<file path="src/rtl/rs_pkg.sv">
package rs_pkg;
  localparam int unsigned DEF_ENTRIES = 8;
  localparam int unsigned DEF_TAG_W   = 4;
  localparam int unsigned DEF_DATA_W  = 16;
  localparam int unsigned DEF_OP_W    = 4;

  function automatic int unsigned idx_width(int unsigned n);
    return (n > 1) ? $clog2(n) : 1;
  endfunction
endpackage

</file>
<file path="src/rtl/rs_src_slot.sv">
module rs_src_slot #(
  parameter int unsigned TAG_W  = rs_pkg::DEF_TAG_W,
  parameter int unsigned DATA_W = rs_pkg::DEF_DATA_W
) (
  input  logic              clk_i,
  input  logic              rst_ni,
  input  logic              active_i,
  input  logic              load_i,
  input  logic              ld_rdy_i,
  input  logic [TAG_W-1:0]  ld_tag_i,
  input  logic [DATA_W-1:0] ld_val_i,
  input  logic              cdb_valid_i,
  input  logic [TAG_W-1:0]  cdb_tag_i,
  input  logic [DATA_W-1:0] cdb_val_i,
  output logic              rdy_o,
  output logic [DATA_W-1:0] val_o
);
  logic              rdy_q;
  logic [TAG_W-1:0]  tag_q;
  logic [DATA_W-1:0] val_q;
  logic              hit_load, hit_held;

  // same-cycle bypass for a source being dispatched
  assign hit_load = cdb_valid_i && (cdb_tag_i == ld_tag_i);
  assign hit_held = cdb_valid_i && active_i && !rdy_q && (cdb_tag_i == tag_q);

  always_ff @(posedge clk_i or negedge rst_ni) begin
    if (!rst_ni) begin
      rdy_q <= 1'b0;
      tag_q <= '0;
      val_q <= '0;
    end else if (load_i) begin
      tag_q <= ld_tag_i;
      if (ld_rdy_i) begin
        rdy_q <= 1'b1;
        val_q <= ld_val_i;
      end else if (hit_load) begin
        rdy_q <= 1'b1;
        val_q <= cdb_val_i;
      end else begin
        rdy_q <= 1'b0;
      end
    end else if (hit_held) begin
      rdy_q <= 1'b1;
      val_q <= cdb_val_i;
    end
  end

  assign rdy_o = rdy_q;
  assign val_o = val_q;
endmodule

</file>
<file path="src/rtl/rs_entry.sv">
module rs_entry #(
  parameter int unsigned TAG_W  = rs_pkg::DEF_TAG_W,
  parameter int unsigned DATA_W = rs_pkg::DEF_DATA_W,
  parameter int unsigned OP_W   = rs_pkg::DEF_OP_W
) (
  input  logic              clk_i,
  input  logic              rst_ni,
  input  logic              alloc_i,
  input  logic              free_i,
  input  logic [OP_W-1:0]   op_i,
  input  logic [TAG_W-1:0]  dest_i,
  input  logic [1:0]        src_rdy_i,
  input  logic [TAG_W-1:0]  src_tag_i [2],
  input  logic [DATA_W-1:0] src_val_i [2],
  input  logic              cdb_valid_i,
  input  logic [TAG_W-1:0]  cdb_tag_i,
  input  logic [DATA_W-1:0] cdb_val_i,
  output logic              busy_o,
  output logic              woken_o,
  output logic [OP_W-1:0]   op_o,
  output logic [TAG_W-1:0]  dest_o,
  output logic [DATA_W-1:0] src_val_o [2]
);
  logic             busy_q;
  logic [OP_W-1:0]  op_q;
  logic [TAG_W-1:0] dest_q;
  logic [1:0]       src_rdy;

  always_ff @(posedge clk_i or negedge rst_ni) begin
    if (!rst_ni) begin
      busy_q <= 1'b0;
      op_q   <= '0;
      dest_q <= '0;
    end else if (alloc_i) begin
      busy_q <= 1'b1;
      op_q   <= op_i;
      dest_q <= dest_i;
    end else if (free_i) begin
      busy_q <= 1'b0;
    end
  end

  for (genvar s = 0; s < 2; s++) begin : g_src
    rs_src_slot #(.TAG_W(TAG_W), .DATA_W(DATA_W)) i_slot (
      .clk_i       (clk_i),
      .rst_ni      (rst_ni),
      .active_i    (busy_q),
      .load_i      (alloc_i),
      .ld_rdy_i    (src_rdy_i[s]),
      .ld_tag_i    (src_tag_i[s]),
      .ld_val_i    (src_val_i[s]),
      .cdb_valid_i (cdb_valid_i),
      .cdb_tag_i   (cdb_tag_i),
      .cdb_val_i   (cdb_val_i),
      .rdy_o       (src_rdy[s]),
      .val_o       (src_val_o[s])
    );
  end

  assign busy_o  = busy_q;
  assign woken_o = busy_q && (&src_rdy);
  assign op_o    = op_q;
  assign dest_o  = dest_q;
endmodule

</file>
<file path="src/rtl/rs_select.sv">
module rs_select #(
  parameter int unsigned N     = rs_pkg::DEF_ENTRIES,
  parameter int unsigned IDX_W = rs_pkg::idx_width(N)
) (
  input  logic [N-1:0]     req_i,
  output logic [N-1:0]     grant_o,
  output logic [IDX_W-1:0] idx_o,
  output logic             any_o
);
  // fixed priority: bit 0 wins
  always_comb begin
    grant_o = '0;
    idx_o   = '0;
    any_o   = 1'b0;
    for (int i = 0; i < N; i++) begin
      if (req_i[i] && !any_o) begin
        grant_o[i] = 1'b1;
        idx_o      = IDX_W'(i);
        any_o      = 1'b1;
      end
    end
  end
endmodule

</file>
<file path="src/rtl/rs_wakeup_select.sv">
module rs_wakeup_select #(
  parameter int unsigned NUM_ENTRIES = rs_pkg::DEF_ENTRIES,
  parameter int unsigned TAG_W       = rs_pkg::DEF_TAG_W,
  parameter int unsigned DATA_W      = rs_pkg::DEF_DATA_W,
  parameter int unsigned OP_W        = rs_pkg::DEF_OP_W
) (
  input  logic              clk_i,
  input  logic              rst_ni,
  input  logic              disp_valid_i,
  input  logic [OP_W-1:0]   disp_op_i,
  input  logic [TAG_W-1:0]  disp_dest_i,
  input  logic              disp_src1_rdy_i,
  input  logic [TAG_W-1:0]  disp_src1_tag_i,
  input  logic [DATA_W-1:0] disp_src1_val_i,
  input  logic              disp_src2_rdy_i,
  input  logic [TAG_W-1:0]  disp_src2_tag_i,
  input  logic [DATA_W-1:0] disp_src2_val_i,
  input  logic              cdb_valid_i,
  input  logic [TAG_W-1:0]  cdb_tag_i,
  input  logic [DATA_W-1:0] cdb_val_i,
  input  logic              fu_ready_i,
  output logic              issue_valid_o,
  output logic [OP_W-1:0]   issue_op_o,
  output logic [TAG_W-1:0]  issue_dest_o,
  output logic [DATA_W-1:0] issue_src1_o,
  output logic [DATA_W-1:0] issue_src2_o,
  output logic              full_o
);
  localparam int unsigned IDX_W = rs_pkg::idx_width(NUM_ENTRIES);

  logic [NUM_ENTRIES-1:0] busy_vec, woken_vec;
  logic [NUM_ENTRIES-1:0] alloc_grant, issue_grant;
  logic [NUM_ENTRIES-1:0] alloc_vec, free_vec;
  logic [IDX_W-1:0]       alloc_idx, issue_idx;
  logic                   alloc_any, issue_any, disp_fire, issue_fire;

  logic [OP_W-1:0]   op_arr   [NUM_ENTRIES];
  logic [TAG_W-1:0]  dest_arr [NUM_ENTRIES];
  logic [DATA_W-1:0] src1_arr [NUM_ENTRIES];
  logic [DATA_W-1:0] src2_arr [NUM_ENTRIES];

  logic [TAG_W-1:0]  disp_tags [2];
  logic [DATA_W-1:0] disp_vals [2];

  assign disp_tags[0] = disp_src1_tag_i;
  assign disp_tags[1] = disp_src2_tag_i;
  assign disp_vals[0] = disp_src1_val_i;
  assign disp_vals[1] = disp_src2_val_i;

  rs_select #(.N(NUM_ENTRIES), .IDX_W(IDX_W)) i_alloc_sel (
    .req_i   (~busy_vec),
    .grant_o (alloc_grant),
    .idx_o   (alloc_idx),
    .any_o   (alloc_any)
  );

  rs_select #(.N(NUM_ENTRIES), .IDX_W(IDX_W)) i_issue_sel (
    .req_i   (woken_vec),
    .grant_o (issue_grant),
    .idx_o   (issue_idx),
    .any_o   (issue_any)
  );

  assign full_o     = !alloc_any;
  assign disp_fire  = disp_valid_i && alloc_any;
  assign issue_fire = issue_any && fu_ready_i;
  assign alloc_vec  = alloc_grant & {NUM_ENTRIES{disp_fire}};
  assign free_vec   = issue_grant & {NUM_ENTRIES{issue_fire}};

  for (genvar e = 0; e < NUM_ENTRIES; e++) begin : g_entry
    logic [DATA_W-1:0] vals [2];

    rs_entry #(.TAG_W(TAG_W), .DATA_W(DATA_W), .OP_W(OP_W)) i_entry (
      .clk_i       (clk_i),
      .rst_ni      (rst_ni),
      .alloc_i     (alloc_vec[e]),
      .free_i      (free_vec[e]),
      .op_i        (disp_op_i),
      .dest_i      (disp_dest_i),
      .src_rdy_i   ({disp_src2_rdy_i, disp_src1_rdy_i}),
      .src_tag_i   (disp_tags),
      .src_val_i   (disp_vals),
      .cdb_valid_i (cdb_valid_i),
      .cdb_tag_i   (cdb_tag_i),
      .cdb_val_i   (cdb_val_i),
      .busy_o      (busy_vec[e]),
      .woken_o     (woken_vec[e]),
      .op_o        (op_arr[e]),
      .dest_o      (dest_arr[e]),
      .src_val_o   (vals)
    );

    assign src1_arr[e] = vals[0];
    assign src2_arr[e] = vals[1];
  end

  assign issue_valid_o = issue_fire;
  assign issue_op_o    = op_arr[issue_idx];
  assign issue_dest_o  = dest_arr[issue_idx];
  assign issue_src1_o  = src1_arr[issue_idx];
  assign issue_src2_o  = src2_arr[issue_idx];
endmodule

</file>
<file path="config.mk">
export PLATFORM = sky130hd
export DESIGN_NAME = rs_wakeup_select
export DESIGN_NICKNAME = d
export VERILOG_FILES = /design/src/rtl/rs_pkg.sv /design/src/rtl/rs_src_slot.sv /design/src/rtl/rs_entry.sv /design/src/rtl/rs_select.sv /design/src/rtl/rs_wakeup_select.sv
export SDC_FILE = /design/constraint.sdc
export NUM_CORES = 1
export LEC_CHECK = 0
export BUFFER_PORTS_ARGS = -buffer_cell sky130_fd_sc_hd__buf_4
export CAP_MARGIN = 20
export CORE_UTILIZATION = 50
export CTS_CLUSTER_SIZE = 24
export DETAILED_ROUTE_END_ITERATION = 12
export PLACE_DENSITY = 0.69
export SLEW_MARGIN = 20
export SYNTH_ARGS = -nofsm -noshare
export SYNTH_HDL_FRONTEND = slang
export SYNTH_SLANG_ARGS = --single-unit
</file>
<file path="constraint.sdc">
create_clock -name clk_i -period 4.9 [get_ports clk_i]
set_input_delay 0.735 -clock clk_i [delete_from_list [all_inputs] [get_ports clk_i]]
set_output_delay 0.735 -clock clk_i [all_outputs]
set_load 0.01 [all_outputs]
</file>
* Yosys cells after proc, flatten, opt, wreduce, memory -nomap -nowiden
Cells that the tools add are included.
Word-level totals: flip-flop bits (word level) 408, word-level logic and storage cells 393
Cells by class: magnitude comparators 1, equal/unequal tests 34, multiplexer cells 137, bitwise operators 4, reduce and logical (&&, ||, !) cells 145
Operators by type and width (count):
- $mux 16 | 40
- $bmux 16 s3 | 2
- $mux 1 | 83
- $eq 4x4->1 | 18
- $logic_and 1x1->1 | 66
- $ne 3x2->1 const B | 16
- $reduce_and 2->1 | 24
- $reduce_bool 2->1 | 24
- $logic_not 1->1 | 31
- $bmux 4 s3 | 2
- $and 8x8->8 | 2
- $mux 4 | 4
- $mux 3 | 4
- $not 8->8 | 1
- $ge 4x4->1 const B | 1
- $mux 2 | 2
- $not 3->4 | 1

* Longest topological paths before layout
Gate-level depths: netlist of run 1.
depth after elaboration 28, mapped depth 9, gate-level depth less buffers 5

* By module
From an unflattened synthesis of run 1, not the netlist that was laid out.
Second synthesis, totals: cells, all modules 1628, area, all modules 23442.5 µm²
Modules (own cells, without submodules):
- rs_src_slot | times used 16, cells each 78, area each 1081.0 µm², sequential area each 525.5 µm²
- rs_entry | times used 8, cells each 21, area each 375.4 µm², sequential area each 225.2 µm²
- rs_wakeup_select | times used 1, cells each 168, area each 2842.7 µm², sequential area each 0.0 µm²
- rs_select | times used 2, cells each 22, area each 150.1 µm², sequential area each 0.0 µm²

* Worst setup path before layout of run 1
No wires, ideal clock.
path kind reg-to-output, from register g_entry[0].i_entry.busy_q, to output issue_src2_o[10], arrival time 2.156 ns, data required time 4.165 ns, slack 2.009 ns, stages on the path, launching flop included 10, buffers on the path 4, cells stage by stage dfrtp_1 buf_2 nand3_1 and4_1 clkbuf_1 and3_1 clkbuf_1 clkbuf_1 a221oi_1 a22oi_1
On the way: longest elaborated chain between the ends 27, elaborated cells between the ends (all ways) 33
RTL lines:
- start, declared | line rs_entry.sv:24 | logic busy_q;
- start signal, assigned | line rs_entry.sv:31 | busy_q <= 1'b0;
- start signal, assigned | line rs_entry.sv:35 | busy_q <= 1'b1;
- start signal, assigned | line rs_entry.sv:39 | busy_q <= 1'b0;
- $logic_and 1x1->1 * | line rs_entry.sv:61 | assign woken_o = busy_q && (&src_rdy);
- $mux 1 * | line rs_select.sv:16 | if (req_i[i] && !any_o) begin
- $logic_not 1->1 | line rs_select.sv:16
- $logic_and 1x1->1 | line rs_select.sv:16
- $mux 1 | line rs_select.sv:16
- $logic_not 1->1 | line rs_select.sv:16
- $logic_and 1x1->1 | line rs_select.sv:16
- $mux 1 | line rs_select.sv:16
- [... 10 more ...]
- $logic_and 1x1->1 | line rs_select.sv:16
- $mux 1 | line rs_select.sv:16
- $logic_not 1->1 | line rs_select.sv:16
- $logic_and 1x1->1 | line rs_select.sv:16
- $mux 3 * | line rs_select.sv:16
- $not 3->4 (not written as such) * | line rs_wakeup_select.sv:101 | assign issue_src2_o = src2_arr[issue_idx];
- $bmux 16 s3 * | line rs_wakeup_select.sv:101
- $mux 16 (not written as such) * (2 in a row) | line rs_wakeup_select.sv:101
- end, declared | line rs_wakeup_select.sv:26 | output logic [DATA_W-1:0] issue_src2_o,
Every way passes the cells marked *; elsewhere a longest branch is shown, timed or not. The select of a mux whose other input is x is not followed.

* Worst setup path after layout of run 1
from register g_entry[6].i_entry.busy_q, to output issue_src1_o[10]
On the way: longest elaborated chain between the ends 10, elaborated cells between the ends (all ways) 11
RTL lines:
- start, declared | line rs_entry.sv:24
- start signal, assigned | line rs_entry.sv:31
- start signal, assigned | line rs_entry.sv:35
- start signal, assigned | line rs_entry.sv:39
- $logic_and 1x1->1 * | line rs_entry.sv:61
- $logic_and 1x1->1 * | line rs_select.sv:16
- $mux 1 | line rs_select.sv:16
- $logic_not 1->1 | line rs_select.sv:16
- $logic_and 1x1->1 | line rs_select.sv:16
- $mux 3 * | line rs_select.sv:16
- $not 3->4 (not written as such) * | line rs_wakeup_select.sv:100 | assign issue_src1_o = src1_arr[issue_idx];
- $bmux 16 s3 * | line rs_wakeup_select.sv:100
- $mux 16 (not written as such) * (2 in a row) | line rs_wakeup_select.sv:100
- end, declared | line rs_wakeup_select.sv:25 | output logic [DATA_W-1:0] issue_src1_o,
Marks and branches as above.

==> run metrics, run 1 <==
Synth cell types=47; CTS resizes=0; I/O Buffers=116; setup TNS=0 ns; Worst setup SP type=flip-flop; DRC=0; Num CTS Buffers=45; clock-pin transition on the worst setup and hold timing paths=0.06 ns; DR vias/cell=6.45; final instance area=23600 um^2; routed wire length=62800 um; Hold/Removal Path Class=input port to async pin; max capacitance violation total=0; crit path buf inv count=2; Inserted Diodes=0; Core Region=40800 um^2; fraction of registers with async set/reset=1.00; row count=74; die height=205 um; M1 WL=26400 um; vias in the first global route=16100; number of synthesized flops with an enable pin=0; CP max stage cell=a32o_2; # H-tree levels=2; Arrival @ worst endpoint=3.75 ns; Pins Over Slew Limit=0; Critical Path, Cell by Cell=and3_1, o21ai_0, a32o_2, buf_4, o221ai_1, a22oi_1, buf_4; share of layout cells above drive strength 1=0.307; Total Routing Usage GR=0.305; Mapped Cells=1881; Ys Warns=0; Pwr Density=779 nW/um^2; Post-Place Worst Slack=1.03 ns; gp weighted congestion=0.851; slack of the critical path=0.414 ns; Seq/Total Area, Yosys=0.493; CP top delay family=compound AO/OA/AOI/OAI gates; Primary FF master, synth=dfrtp_1; Die Area=42200 um^2; net count after synthesis=1956; DR iter-0 viols=1558; crit-path max FO=25; Worst Setup End Kind=output pin; Max stage delay on crit path=0.87 ns; post-route ant nets=0; Syn Std Cell Area=20700 um^2; die span in x=205 um; GRT overflow=0; #FFs+latches synth=408; fin nets=2007; final setup fails=0; Top Layer Used=met4; clock skew=0.0110 ns; placed cell areas=22100 um^2; fillcell total=3406; post-layout minimum cycle time=4.49 ns; initial antenna violation count=0; first drt pass iteration count=6; P&R area growth vs syn=13.9%; worst hold margin=0.149 ns; met3 WL=4760 um; clock sink count=408; initial core utilization=0.507; leakage=10.1 nW; status=complete, no violations; Tcrit/Tclk final=0.916; Syn Area/Cell=11.0 um^2; Worst EP required=4.16 ns; cell repeated most along the worst path=buf_4; Hold Fails Final Rpt=0; via count=16100; global-route wire length before repair=96600 um; buffer count from post-CTS setup fixing=0; Max-slew headroom=0.310; RSZ-0062 raised after global routing=no; drt wl/cell=25.2 um; Crit Path Category=flip-flop to output pin; largest net degree at the start of global routing=115; Root Buffer=clkbuf_16; CTS Hold Bufs=0; Worst Tran Pin Value=1.03 ns; Max Fclk=0.223 GHz; worst-case clock buffer depth=3; I/O pins=117; worst skew pair latency=0.58 ns; Final HPWL DP=38300 um; metal2 WL=29300 um; peak supply drop=0.000557 V; CTS tree=built
-- synthesized netlist by cell type, drive strengths merged (11+ instances only) --
cell type    n  share of area
a22oi       91          0.033
dfrtp      408           0.49
nand2      110          0.020
a221oi      40          0.017
mux2i       33          0.016
clkbuf      97          0.018
nand4       13         0.0039
xor2        25          0.011
mux2       352           0.19
xnor2       47          0.020
a21oi      269          0.066
buf         67          0.017
o221ai      79          0.033
nor3        21         0.0053
o21ai       12         0.0033
nand3       11         0.0027
nor2       145          0.026
-- area by class of cell --
class | instances | area [um^2] | area share
Sequential cell | 408 | 10200 | 0.433
Multi-Input combinational cell | 1300 | 9890 | 0.419
Timing Repair Buffer | 168 | 1320 | 0.0559
Clock buffer | 62 | 1310 | 0.0557
Tap cell | 532 | 666 | 0.0282
Clock inverter | 18 | 150 | 0.00637
Inverter | 9 | 33.8 | 0.00143
-- per-layer routing --
metal / vias to the layer above / track usage
met3: 156 / 0.0475
met4: 0 / 0.126
li1: 7073 / -
met2: 688 / 0.479
met5: - / 0
met1: 8191 / 0.422
-- registers in the layout, summed over array words and instances, names as in the netlist --
name / cells
g_entry.i_entry.busy_o: 8
g_entry.i_entry.g_src.i_slot.rdy_o: 16
g_entry.i_entry.op_o: 32
g_entry.i_entry.dest_o: 32
g_entry.i_entry.g_src.i_slot.val_o: 256
g_entry.i_entry.g_src.i_slot.tag_q: 64
-- report_power, final --
part | leakage, nW | internal [mW] | switching (mW)
Sequential | 4.96 | 5.00 | 0.973
Combinational | 4.40 | 3.98 | 5.04
Clock | 0.733 | 1.98 | 1.40
Total | 10.1 | 11.0 | 7.41
-- placed cells by master (no fill, tap or decap), types with 9 or more instances in the layout --
cell type / n
dfrtp_1: 408
buf_4: 163
nand3_1: 11
a22oi_1: 90
clkinv_2: 13
a21oi_1: 262
xor2_1: 25
mux2_2: 327
o221ai_1: 79
a221oi_1: 39
mux2_1: 25
nand2_1: 110
nand4_1: 13
nor2_1: 143
xnor2_1: 47
inv_1: 9
mux2i_1: 32
nor3_1: 20
clkbuf_16: 47
-- kinds of logic after synthesis --
group,after synthesis,synth area share
flip-flops,408,0.493
XOR/XNOR,72,0.0305
multiplexers,385,0.207
buffers and inverters,173,0.0360
AND/OR/NAND/NOR,324,0.0679
AO/OA/AOI/OAI,519,0.165
-- final timing paths --
path | cells past startpoint | slack [ns] | from | end
worst max-delay path | 7 | 0.41 | g_entry[6].i_entry.busy_o$_DFFE_PN0P_ | issue_src1_o[10]
worst min-delay path | 1 | 0.15 | rst_ni | g_entry[6].i_entry.g_src[0].i_slot.val_o[11]$_DFFE_PN0P_
worst max register to register | 6 | 1.61 | g_entry[0].i_entry.busy_o$_DFFE_PN0P_ | g_entry[3].i_entry.g_src[0].i_slot.val_o[10]$_DFFE_PN0P_
worst min register to register | 2 | 0.48 | g_entry[2].i_entry.op_o[1]$_DFFE_PN0N_ | g_entry[2].i_entry.op_o[1]$_DFFE_PN0N_
max in group asynchronous | 2 | 3.57 | rst_ni | g_entry[5].i_entry.dest_o[2]$_DFFE_PN0N_
min in group clk_i | 2 | 0.39 | fu_ready_i | g_entry[0].i_entry.busy_o$_DFFE_PN0P_
-- through the flow --
stage | util | instances | total power [mW]
CTS | 0.577 | 2497 | 18.4
finish | 0.577 | 2497 | 18.4
detailed placement | 0.542 | 2417 | 14.9
global route | 0.577 | 2497 | 19.4
floorplan | - | 1881 | 11.3
global placement | 0.542 | 2417 | 14.7
Power figures use the tool's default switching activity.
==> run 2, diff against run 1 <==
--- a/config.mk
+++ b/config.mk
@@ -10,7 +10,7 @@
 export CORE_UTILIZATION = 50
 export CTS_CLUSTER_SIZE = 24
 export DETAILED_ROUTE_END_ITERATION = 12
-export PLACE_DENSITY = 0.69
+export PLACE_DENSITY = 0.67
 export SLEW_MARGIN = 20
 export SYNTH_ARGS = -nofsm -noshare
 export SYNTH_HDL_FRONTEND = slang
==> constraint.sdc (replaced) <==
create_clock -name clk_i -period 5.65 [get_ports clk_i]
set_input_delay 0.8475 -clock clk_i [delete_from_list [all_inputs] [get_ports clk_i]]
set_output_delay 0.8475 -clock clk_i [all_outputs]
set_load 0.01 [all_outputs]
==> run 2 against run 1 <==
Global-route usage shrank 0.29 points. Highest routed layer unchanged. Sequential power shrank 13%. Register-to-register slack gained 0.64 ns.
==> run metrics, run 2 (synthesized netlist as in run 1, its figures left out) <==
Max-slew headroom=0.197; flop2flop setup slack=2.25 ns; Arrival @ worst endpoint=3.87 ns; Die Area=42200 um^2; routed wire length=61900 um; Inserted Diodes=0; initial core utilization=0.507; Root Buffer=clkbuf_16; r2r worst-path depth=7; Total Routing Usage GR=0.303; Worst Setup End Kind=output pin; RR Endpoint=g_entry[7].i_entry.g_src[1].i_slot.val_o[0]$_DFFE_PN0P_; max reg flops=256; DRC=0; Hold Fails Final Rpt=0; die span in x=205 um; crit-path max FO=27; DP Cell Count=2407; DR iter-0 viols=1298; global-route wire length before repair=96400 um; vias in the first global route=16000; Post-Place Worst Slack=1.58 ns; CTS resizes=0; Psw=6.38 mW; status=complete, no violations; final instance area=23500 um^2; worst-case clock buffer depth=3; GRT overflow=0; max capacitance violation total=0; Crit Path Category=flip-flop to output pin; proportion of power drawn by combinational gates=0.484; Worst Tran Pin Value=1.20 ns; cell repeated most along the worst path=buf_4; fin nets=1998; I/O Buffers=116; Hold/Removal Path Class=input port to async pin; clock skew=0.0123 ns; post-layout minimum cycle time=4.72 ns; RR Startpoint=g_entry[3].i_entry.busy_o$_DFFE_PN0P_; Pins Over Slew Limit=0; post-route ant nets=0; buffer count from post-CTS setup fixing=0; Final HPWL DP=37600 um; Max stage delay on crit path=0.92 ns; commonest non-fill, non-tap cell in the layout=dfrtp_1; clock sink count=408; worst skew pair latency=0.58 ns; Pwr Density=677 nW/um^2; worst hold margin=0.279 ns; I/O pins=117; share of layout cells above drive strength 1=0.304; drt wl/cell=24.9 um; internal power=9.55 mW; Num CTS Buffers=45; setup TNS=0 ns; Worst setup SP type=flip-flop; fillcell total=3352; Sw Ratio=0.401; row count=74; P&R area growth vs syn=13.7%; final setup fails=0; first drt pass iteration count=5; area of the multi-input gates=9890 um^2; CTS tree=built; leakage=10.1 nW; # H-tree levels=2; commonest cells after routing, fill and taps aside=dfrtp_1 (408), mux2_2 (327), a21oi_1 (262); peak supply drop=0.000516 V; initial antenna violation count=0; Critical Path, Cell by Cell=and3_1, o21ai_0, a32o_2, buf_4, o221ai_1, a22oi_1, buf_4; DR vias/cell=6.45; Layout Cells excl Fill=2489; slack of the critical path=0.928 ns; CTS Hold Bufs=0; gp weighted congestion=0.835; Seq. cell area=10200 um^2; placed cell areas=22000 um^2; Sequential Power Share=0.327; clock group share of total power=0.189; RSZ-0062 raised after global routing=no; Worst EP required=4.80 ns; largest net degree at the start of global routing=140; Tcrit/Tclk final=0.836; via count=16100; CP max stage cell=a32o_2; Max Fclk=0.212 GHz; Core Region=40800 um^2; clock-pin transition on the worst setup and hold timing paths=0.06 ns; die height=205 um
-- run 2: cell count changes in the layout (fill, tap and decap cells not counted), moves of 2 or more --
cell and change:
buf_4 -8, clkbuf_8 +3, clkinv_2 -3, buf_12 -2, bufinv_16 +2, clkbuf_16 -2
-- run 2: power groups by stage --
stage	Clock, mW	Combinational, mW	Sequential, mW
2_1_floorplan	0	4.85	4.95
4_1_cts	3.04	7.67	5.19
6_report	3.01	7.71	5.20
5_1_grt	3.16	8.24	5.38
3_3_place_gp	0	7.48	5.19
3_5_place_dp	0	7.63	5.23
-- run 2: through the flow --
stage,power (mW),utilization
floorplan,9.80,-
global placement,12.7,0.539
detailed placement,12.9,0.539
CTS,15.9,0.576
global route,16.8,0.576
finish,15.9,0.576
-- run 2: final cells by class --
type                            count  area share
Tap cell                          532      0.0283
Clock buffer                       64      0.0556
Timing Repair Buffer              159      0.0523
Clock inverter                     17     0.00829
Multi-Input combinational cell   1300       0.420
Sequential cell                   408       0.434
Inverter                            9     0.00144
-- run 2: how the worst max path moves through the flow --
stage / cells after the start / slack (ns) / start / to
4_1_cts: 7 / 0.94 / g_entry[6].i_entry.busy_o$_DFFE_PN0P_ / issue_src1_o[10]
3_5_place_dp: 7 / 1.58 / g_entry[6].i_entry.busy_o$_DFFE_PN0P_ / issue_src1_o[10]
5_1_grt: 7 / 0.76 / g_entry[6].i_entry.busy_o$_DFFE_PN0P_ / issue_src2_o[5]
2_1_floorplan: 9 / 2.65 / g_entry[0].i_entry.busy_o$_DFFE_PN0P_ / issue_src2_o[10]
6_report: 7 / 0.93 / g_entry[6].i_entry.busy_o$_DFFE_PN0P_ / issue_src1_o[10]
3_3_place_gp: 7 / 1.64 / g_entry[6].i_entry.busy_o$_DFFE_PN0P_ / issue_src1_o[10]
-- run 2: per-layer routing --
metal	up-vias	part of all wire	track usage
met5	-	0	0
met4	0	0.032	0.111
met3	126	0.078	0.0532
met2	697	0.46	0.479
met1	8191	0.43	0.416
li1	7042	-	-
-- run 2: worst max-delay path, delay by kind of cell (launching register included) --
family	cells	cell delay (ns)
buf+inv	2	0.52
compound gates	4	2.03
flops	1	0.47
simple gates	1	0.27
